==> src/rtl/cipher_ctrl_pkg.sv <==
package cipher_ctrl_pkg;

    localparam int KL_W      = 3;
    localparam int MODE_BIT  = 0;
    localparam int KL_LSB    = 1;
    localparam int START_BIT = KL_LSB + KL_W;
    localparam int FOVER_BIT = START_BIT + 1;
    localparam int CTRL_USED = FOVER_BIT + 1;

    typedef enum logic [KL_W-1:0] {
        KL_128 = 3'b001,
        KL_192 = 3'b010,
        KL_256 = 3'b100
    } keylen_e;

    typedef struct packed {
        logic            fover;
        logic            start;
        logic [KL_W-1:0] keylen;
        logic            mode;
    } ctrl_word_t;

endpackage

==> src/rtl/cipher_keylen_sanitize.sv <==
module cipher_keylen_sanitize
    import cipher_ctrl_pkg::*;
#(
    parameter bit EN192 = 1'b1
) (
    input  logic [KL_W-1:0] raw_i,
    output logic [KL_W-1:0] legal_o
);

    always_comb begin
        unique case (raw_i)
            KL_128:  legal_o = KL_128;
            KL_256:  legal_o = KL_256;
            KL_192:  legal_o = EN192 ? KL_192 : KL_128;
            default: legal_o = KL_128;
        endcase
    end

endmodule

==> src/rtl/cipher_ctrl_field.sv <==
module cipher_ctrl_field #(
    parameter int           W       = 1,
    parameter logic [W-1:0] RST_VAL = '0,
    parameter bit           HW_WR   = 1'b0
) (
    input  logic         clk_i,
    input  logic         rst_ni,
    input  logic         sw_we_i,
    input  logic [W-1:0] sw_wd_i,
    input  logic         hw_de_i,
    input  logic [W-1:0] hw_d_i,
    output logic [W-1:0] q_o,
    output logic         qe_o
);

    typedef struct packed {
        logic [W-1:0] val;
        logic         qe;
    } fld_state_t;

    fld_state_t st_d, st_q;
    logic       hw_sel;

    generate
        if (HW_WR) begin : g_hw
            assign hw_sel = hw_de_i;
        end else begin : g_sw_only
            logic unused_hw;
            assign unused_hw = hw_de_i ^ (^hw_d_i);
            assign hw_sel    = 1'b0;
        end
    endgenerate

    always_comb begin
        st_d    = st_q;
        st_d.qe = sw_we_i;
        if (hw_sel) begin
            st_d.val = hw_d_i;
        end else if (sw_we_i) begin
            st_d.val = sw_wd_i;
        end
    end

    always_ff @(posedge clk_i or negedge rst_ni) begin
        if (!rst_ni) begin
            st_q.val <= RST_VAL;
            st_q.qe  <= 1'b0;
        end else begin
            st_q <= st_d;
        end
    end

    assign q_o  = st_q.val;
    assign qe_o = st_q.qe;

endmodule

==> src/rtl/cipher_ctrl_reg.sv <==
module cipher_ctrl_reg
    import cipher_ctrl_pkg::*;
#(
    parameter int              ADDR_W    = 4,
    parameter int              DATA_W    = 32,
    parameter logic [ADDR_W-1:0] CTRL_ADDR = 4'h8,
    parameter bit              EN192     = 1'b1
) (
    input  logic              clk_i,
    input  logic              rst_ni,
    input  logic              sw_wr_en_i,
    input  logic [ADDR_W-1:0] sw_addr_i,
    input  logic [DATA_W-1:0] sw_wdata_i,
    output logic [DATA_W-1:0] sw_rdata_o,
    output logic              core_mode_o,
    output logic              core_mode_qe_o,
    output logic [2:0]        core_keylen_o,
    output logic              core_keylen_qe_o,
    output logic              core_start_o,
    output logic              core_start_qe_o,
    output logic              core_fover_o,
    output logic              core_fover_qe_o
);

    localparam int PAD_W = DATA_W - CTRL_USED;

    logic            wr_hit;
    logic            addr_hit;
    ctrl_word_t      wr_word;
    ctrl_word_t      cur_word;
    logic [KL_W-1:0] keylen_q;
    logic [KL_W-1:0] keylen_legal;
    logic            unused_wdata;

    assign addr_hit = (sw_addr_i == CTRL_ADDR);
    assign wr_hit   = sw_wr_en_i && addr_hit;
    assign wr_word  = ctrl_word_t'(sw_wdata_i[CTRL_USED-1:0]);
    assign unused_wdata = ^sw_wdata_i[DATA_W-1:CTRL_USED];

    cipher_ctrl_field #(.W(1), .RST_VAL(1'b0), .HW_WR(1'b0)) u_mode (
        .clk_i   (clk_i),
        .rst_ni  (rst_ni),
        .sw_we_i (wr_hit),
        .sw_wd_i (wr_word.mode),
        .hw_de_i (1'b0),
        .hw_d_i  (1'b0),
        .q_o     (core_mode_o),
        .qe_o    (core_mode_qe_o)
    );

    cipher_ctrl_field #(.W(KL_W), .RST_VAL(KL_128), .HW_WR(1'b1)) u_keylen (
        .clk_i   (clk_i),
        .rst_ni  (rst_ni),
        .sw_we_i (wr_hit),
        .sw_wd_i (wr_word.keylen),
        .hw_de_i (core_keylen_qe_o),
        .hw_d_i  (keylen_legal),
        .q_o     (keylen_q),
        .qe_o    (core_keylen_qe_o)
    );

    cipher_ctrl_field #(.W(1), .RST_VAL(1'b0), .HW_WR(1'b0)) u_start (
        .clk_i   (clk_i),
        .rst_ni  (rst_ni),
        .sw_we_i (wr_hit),
        .sw_wd_i (wr_word.start),
        .hw_de_i (1'b0),
        .hw_d_i  (1'b0),
        .q_o     (core_start_o),
        .qe_o    (core_start_qe_o)
    );

    cipher_ctrl_field #(.W(1), .RST_VAL(1'b0), .HW_WR(1'b0)) u_fover (
        .clk_i   (clk_i),
        .rst_ni  (rst_ni),
        .sw_we_i (wr_hit),
        .sw_wd_i (wr_word.fover),
        .hw_de_i (1'b0),
        .hw_d_i  (1'b0),
        .q_o     (core_fover_o),
        .qe_o    (core_fover_qe_o)
    );

    cipher_keylen_sanitize #(.EN192(EN192)) u_sanitize (
        .raw_i   (keylen_q),
        .legal_o (keylen_legal)
    );

    assign core_keylen_o = keylen_legal;

    always_comb begin
        cur_word.mode   = core_mode_o;
        cur_word.keylen = keylen_q;
        cur_word.start  = core_start_o;
        cur_word.fover  = core_fover_o;
        sw_rdata_o      = addr_hit ? {{PAD_W{1'b0}}, cur_word} : '0;
    end

endmodule

==> config.mk <==
export PLATFORM = sky130hd
export DESIGN_NAME = cipher_ctrl_reg
export DESIGN_NICKNAME = d
export VERILOG_FILES = /design/src/rtl/cipher_ctrl_pkg.sv /design/src/rtl/cipher_keylen_sanitize.sv /design/src/rtl/cipher_ctrl_field.sv /design/src/rtl/cipher_ctrl_reg.sv
export SDC_FILE = /design/constraint.sdc
export NUM_CORES = 1
export LEC_CHECK = 0
export ABC_AREA = 1
export BUFFER_PORTS_ARGS = -buffer_cell sky130_fd_sc_hd__buf_2
export CAP_MARGIN = 25
export CELL_PAD_IN_SITES_DETAIL_PLACEMENT = 1
export CELL_PAD_IN_SITES_GLOBAL_PLACEMENT = 2
export CORE_UTILIZATION = 14
export CTS_CLUSTER_SIZE = 12
export DETAILED_ROUTE_END_ITERATION = 10
export PLACE_DENSITY_LB_ADDON = 0.3
export SLEW_MARGIN = 20
export SYNTH_ARGS = -nofsm -noshare
export SYNTH_HDL_FRONTEND = slang
export SYNTH_SLANG_ARGS = --single-unit
==> constraint.sdc <==
create_clock -name clk_i -period 2.9 [get_ports clk_i]
set_input_delay 0.58 -clock clk_i [delete_from_list [all_inputs] [get_ports clk_i]]
set_output_delay 0.58 -clock clk_i [all_outputs]
set_load 0.005 [all_outputs]
* After elaboration in Yosys (flattened, before gate mapping) *
Cells that the tools add are included.
Widths: inputs -> output; s select.

word-level totals
  bits in registers = 7
  bits of input ports = 39
  output and inout bits = 42

cells by class
  equal/unequal tests = 3
  muxes and demuxes = 4
  reductions and logical operators = 2

operators with widths
  operator            number
  $mux 3              2
  $mux 6              1
  $pmux 3 s2          1
  $eq 4x4->1 const B  1
  $eq 3x2->1 const B  1
  $eq 3x3->1 const B  1
  $reduce_bool 2->1   1
  $logic_and 1x1->1   1

* Logic depth before layout (Yosys ltp) *
  depth in word-level cells = 4
  mapped depth = 6
  depth with buffers taken out = 6

* By module *
Synthesis repeated with hierarchy kept, for this count alone.

second synthesis, totals
  cell total of the unflattened synthesis = 89
  area, all modules = 665.6 µm²

modules (own cells, without submodules)
  module                            times used  cells each  area an instance (µm²)  seq. area each (µm²)
  cipher_ctrl_reg                   1           45          274.0                   0.0
  cipher_ctrl_field at u_fover ...  3           6           65.1                    50.0
  cipher_ctrl_field at u_keylen     1           18          163.9                   101.3
  cipher_keylen_sanitize            1           8           32.5                    0.0

* Least setup slack after synthesis *
Ideal clock, no wire load.

  kind = input-to-output
  start point = input sw_addr_i[2]
  end point = output sw_rdata_o[0]
  data arrival time = 0.972 ns
  required time = 2.320 ns
  path slack = 1.348 ns
  stages = 5
  buffers on the path = 0
  cell sequence = inv_1 -> nand2_1 -> nor2_1 -> inv_1 -> nor2_1

between the ends
  longest elaborated chain between the ends = 2

ends and longest elaborated chain
  what         RTL line               source
  from (decl)  cipher_ctrl_reg.sv:12  input logic [ADDR_W-1:0] sw_addr_i,
  $eq 4x4->1   cipher_ctrl_reg.sv:35  assign addr_hit = (sw_addr_i == CTRL_ADDR);
  $mux 6       cipher_ctrl_reg.sv:96  sw_rdata_o = addr_hit ? {{PAD_W{1'b0}}, cur_word} : '0;
  to (decl)    cipher_ctrl_reg.sv:14  output logic [DATA_W-1:0] sw_rdata_o,

Every way passes these cells.

* Worst setup path after layout *
  start point = input sw_addr_i[2]
  end point = output sw_rdata_o[1]

Same word-level chain as after synthesis.

==> results.toml <==
[critical_path]
worstSetupStartpointType = "primary input"
slowest_stage = "inv_1"
regToRegSetupSlack_ns = 1.88
reg2reg_to = "u_keylen.q_o[1]"
cp-end-kind = "primary output"
worstPathRequired_ns = 2.32
cp_top_family = "buffers and inverters"
r2r_cells = 5
endpoint = "sw_rdata_o[1]"
path_cells = "buf_2 -> inv_1 -> nand2_1 -> nor2_1 -> inv_1 -> nor2_1 -> buf_2"
path_class = "in -> out"
critPathLaunch = "sw_addr_i[2]"
crit_buf_inv = 4
critPathArrivalTime_ns = 1.30
cp_max_fo = 6
crit_cells = 7
critPathMaxStageDelay_ns = 0.14
r2r-start = "u_keylen.qe_o"

[grt]
gr-usage-all-layers = 0.0566
antenna_found_initial = 0
grt_pass1_wl_um = 2180
first_global_vias = 513
grt_overflow_total = 0
grt_max_degree = 10

[floorplan]
die_h_um = 69.2
pin_count = 81
start_util = 0.145
die_area_um2 = 4790
die_x_um = 69.2
core_area_um2 = 4350
rows = 24

[flow_run]
cap_violations = 0

[clock_network]
clock-sinks = 7
cts_setup_buffers = 0
cts_buffers = 3
cts_tree = "built"
cts.reportedPaths.clkPinSlew_ns = 0.04
clk_path_buf_depth = 2
htreeDepth = 1
cts_hold_buf = 0
clkLatencyLatePin_ns = 0.22
ctsResizeCount = 0
root_buffer = "clkbuf_8"

[detailed_routing]
drt-total-wl_um = 1350
drt-pass1-iter-count = 2
routedWlPerCell_um = 7.85
initialDrtViolationCount = 5
dr_total_vias = 563
ant_nets = 0
avgViaCountPerCell = 3.27
drcViolationCount = 0

[yosys]
yosys_warnings = 0
yosysSeqAreaShare = 0.279
ys_ff_latch = 7
syn_inst = 92
synth_area_um2 = 633
synthDistinctLibCells = 13
post_synth.cell_area_avg_um2 = 6.88

[final_layout]
layout-drive-gt1-share = 0.292
fin_nets = 160
mostFrequentLayoutCells = "buf_2, conb_1, inv_1"
areaGrowthSynthToFinish_pct = 20.0
n_antenna_cell = 0
final_common_cell = "buf_2"

[sta]
rsz0062_at_grt = "false"
period_minus_slack_ns = 1.88
tns_ns = 0
period_share = 0.648
setup-violations-final = 0
maxSlewViolCount = 0
hold_slack_ns = 0.180
max_freq_mhz = 532
finClkSkew_ns = 0.0000473
finalHoldViolCount = 0

[power_and_ir_drop]
seqPwrFrac = 0.368
p_per_area_nw_per_um2 = 492
power.switching_w = 0.000116
ir_worst_vdd_uv = 224
p_int_w = 0.000258
combPwrFrac = 0.270
leakage_nw = 0.482
clkPwrFrac = 0.362
p_sw_frac = 0.310

[run_status]
run_status = "complete, no violations"

[placement]
portBuffers = 28
gp_congestion = 0.618
hpwl_um = 1180

[min_path]
hold_path.class = "in -> async"
synthesized netlist by cell type, drive strengths merged:
cell	n	area (µm²)
clkinv	1	5.00
dfrtp	6	150
o21ai	3	15.0
buf	29	218
dfstp	1	26.3
nand3	9	50.1
nor2	11	43.8
nand2	14	52.6
inv	15	56.3
nand4	2	12.5
conb	1	3.75
per-layer routing:
metal / up-vias / wire length, µm / track usage
met1: 251 / 569 / 0.0651
met2: 36 / 656 / 0.0928
met5: - / 0 / 0
met4: 0 / 0 / 0.0136
met3: 0 / 124 / 0.0291
li1: 276 / - / -
worst min-delay path by stage:
stage | from | slack (ns) | endpoint
2_1_floorplan | rst_ni | 0.28 | u_fover.q_o
3_3_place_gp | rst_ni | 0.42 | u_fover.q_o
3_5_place_dp | rst_ni | 0.43 | u_fover.q_o
4_1_cts | rst_ni | 0.18 | u_fover.q_o
5_1_grt | rst_ni | 0.18 | u_fover.q_o
6_report | rst_ni | 0.18 | u_fover.q_o
registers in the layout (all words and copies together), names as in the netlist:
name / cells
u_fover.q_o: 1
u_keylen.q_o: 3
u_keylen.qe_o: 1
u_mode.q_o: 1
u_start.q_o: 1
worst register-to-register path, cell delays in order, from the launching register on:
cell and delay, ns:
dfrtp_1 0.48, inv_1 0.17, nand2_1 0.09, nand2_1 0.06, nand2_1 0.06, nand2_1 0.05
cells by family (layout without fill, tap and decap cells):
family | after synthesis | in the layout | share of synthesized area
AO/OA/AOI/OAI | 3 | 3 | 0.0237
buffers and inverters | 45 | 48 | 0.441
flip-flops | 7 | 7 | 0.279
other | 1 | 26 | 0.00592
AND/OR/NAND/NOR | 36 | 36 | 0.251
metrics by stage:
stage                     std cells  power [W]  worst slack [ns]  utilization  area (µm²)
after global routing            172   0.000403             0.858        0.174         759
after global placement          168   0.000237              1.02        0.164         714
after detailed placement        168   0.000240             0.980        0.164         714
after floorplan                 117   0.000219              1.35            -         727
final                           172   0.000374              1.02        0.174         759
after CTS                       172   0.000381             0.980        0.174         759
power groups by stage:
stage | Combinational (W) | Clock [W] | Sequential [W]
floorplan | 0.0000825 | 0 | 0.000137
CTS | 0.000102 | 0.000142 | 0.000138
finish | 0.000101 | 0.000135 | 0.000138
global route | 0.000116 | 0.000146 | 0.000141
detailed placement | 0.000102 | 0 | 0.000138
global placement | 0.0000992 | 0 | 0.000138
cell type report:
cell class | instances | area, µm²
Fill cell | 539 | 3590
Multi-Input combinational cell | 65 | 272
Sequential cell | 7 | 176
Timing Repair Buffer | 28 | 140
Tap cell | 52 | 65.1
Inverter | 16 | 61.3
Clock buffer | 4 | 45.0
(Power assumes the default switching activity.)
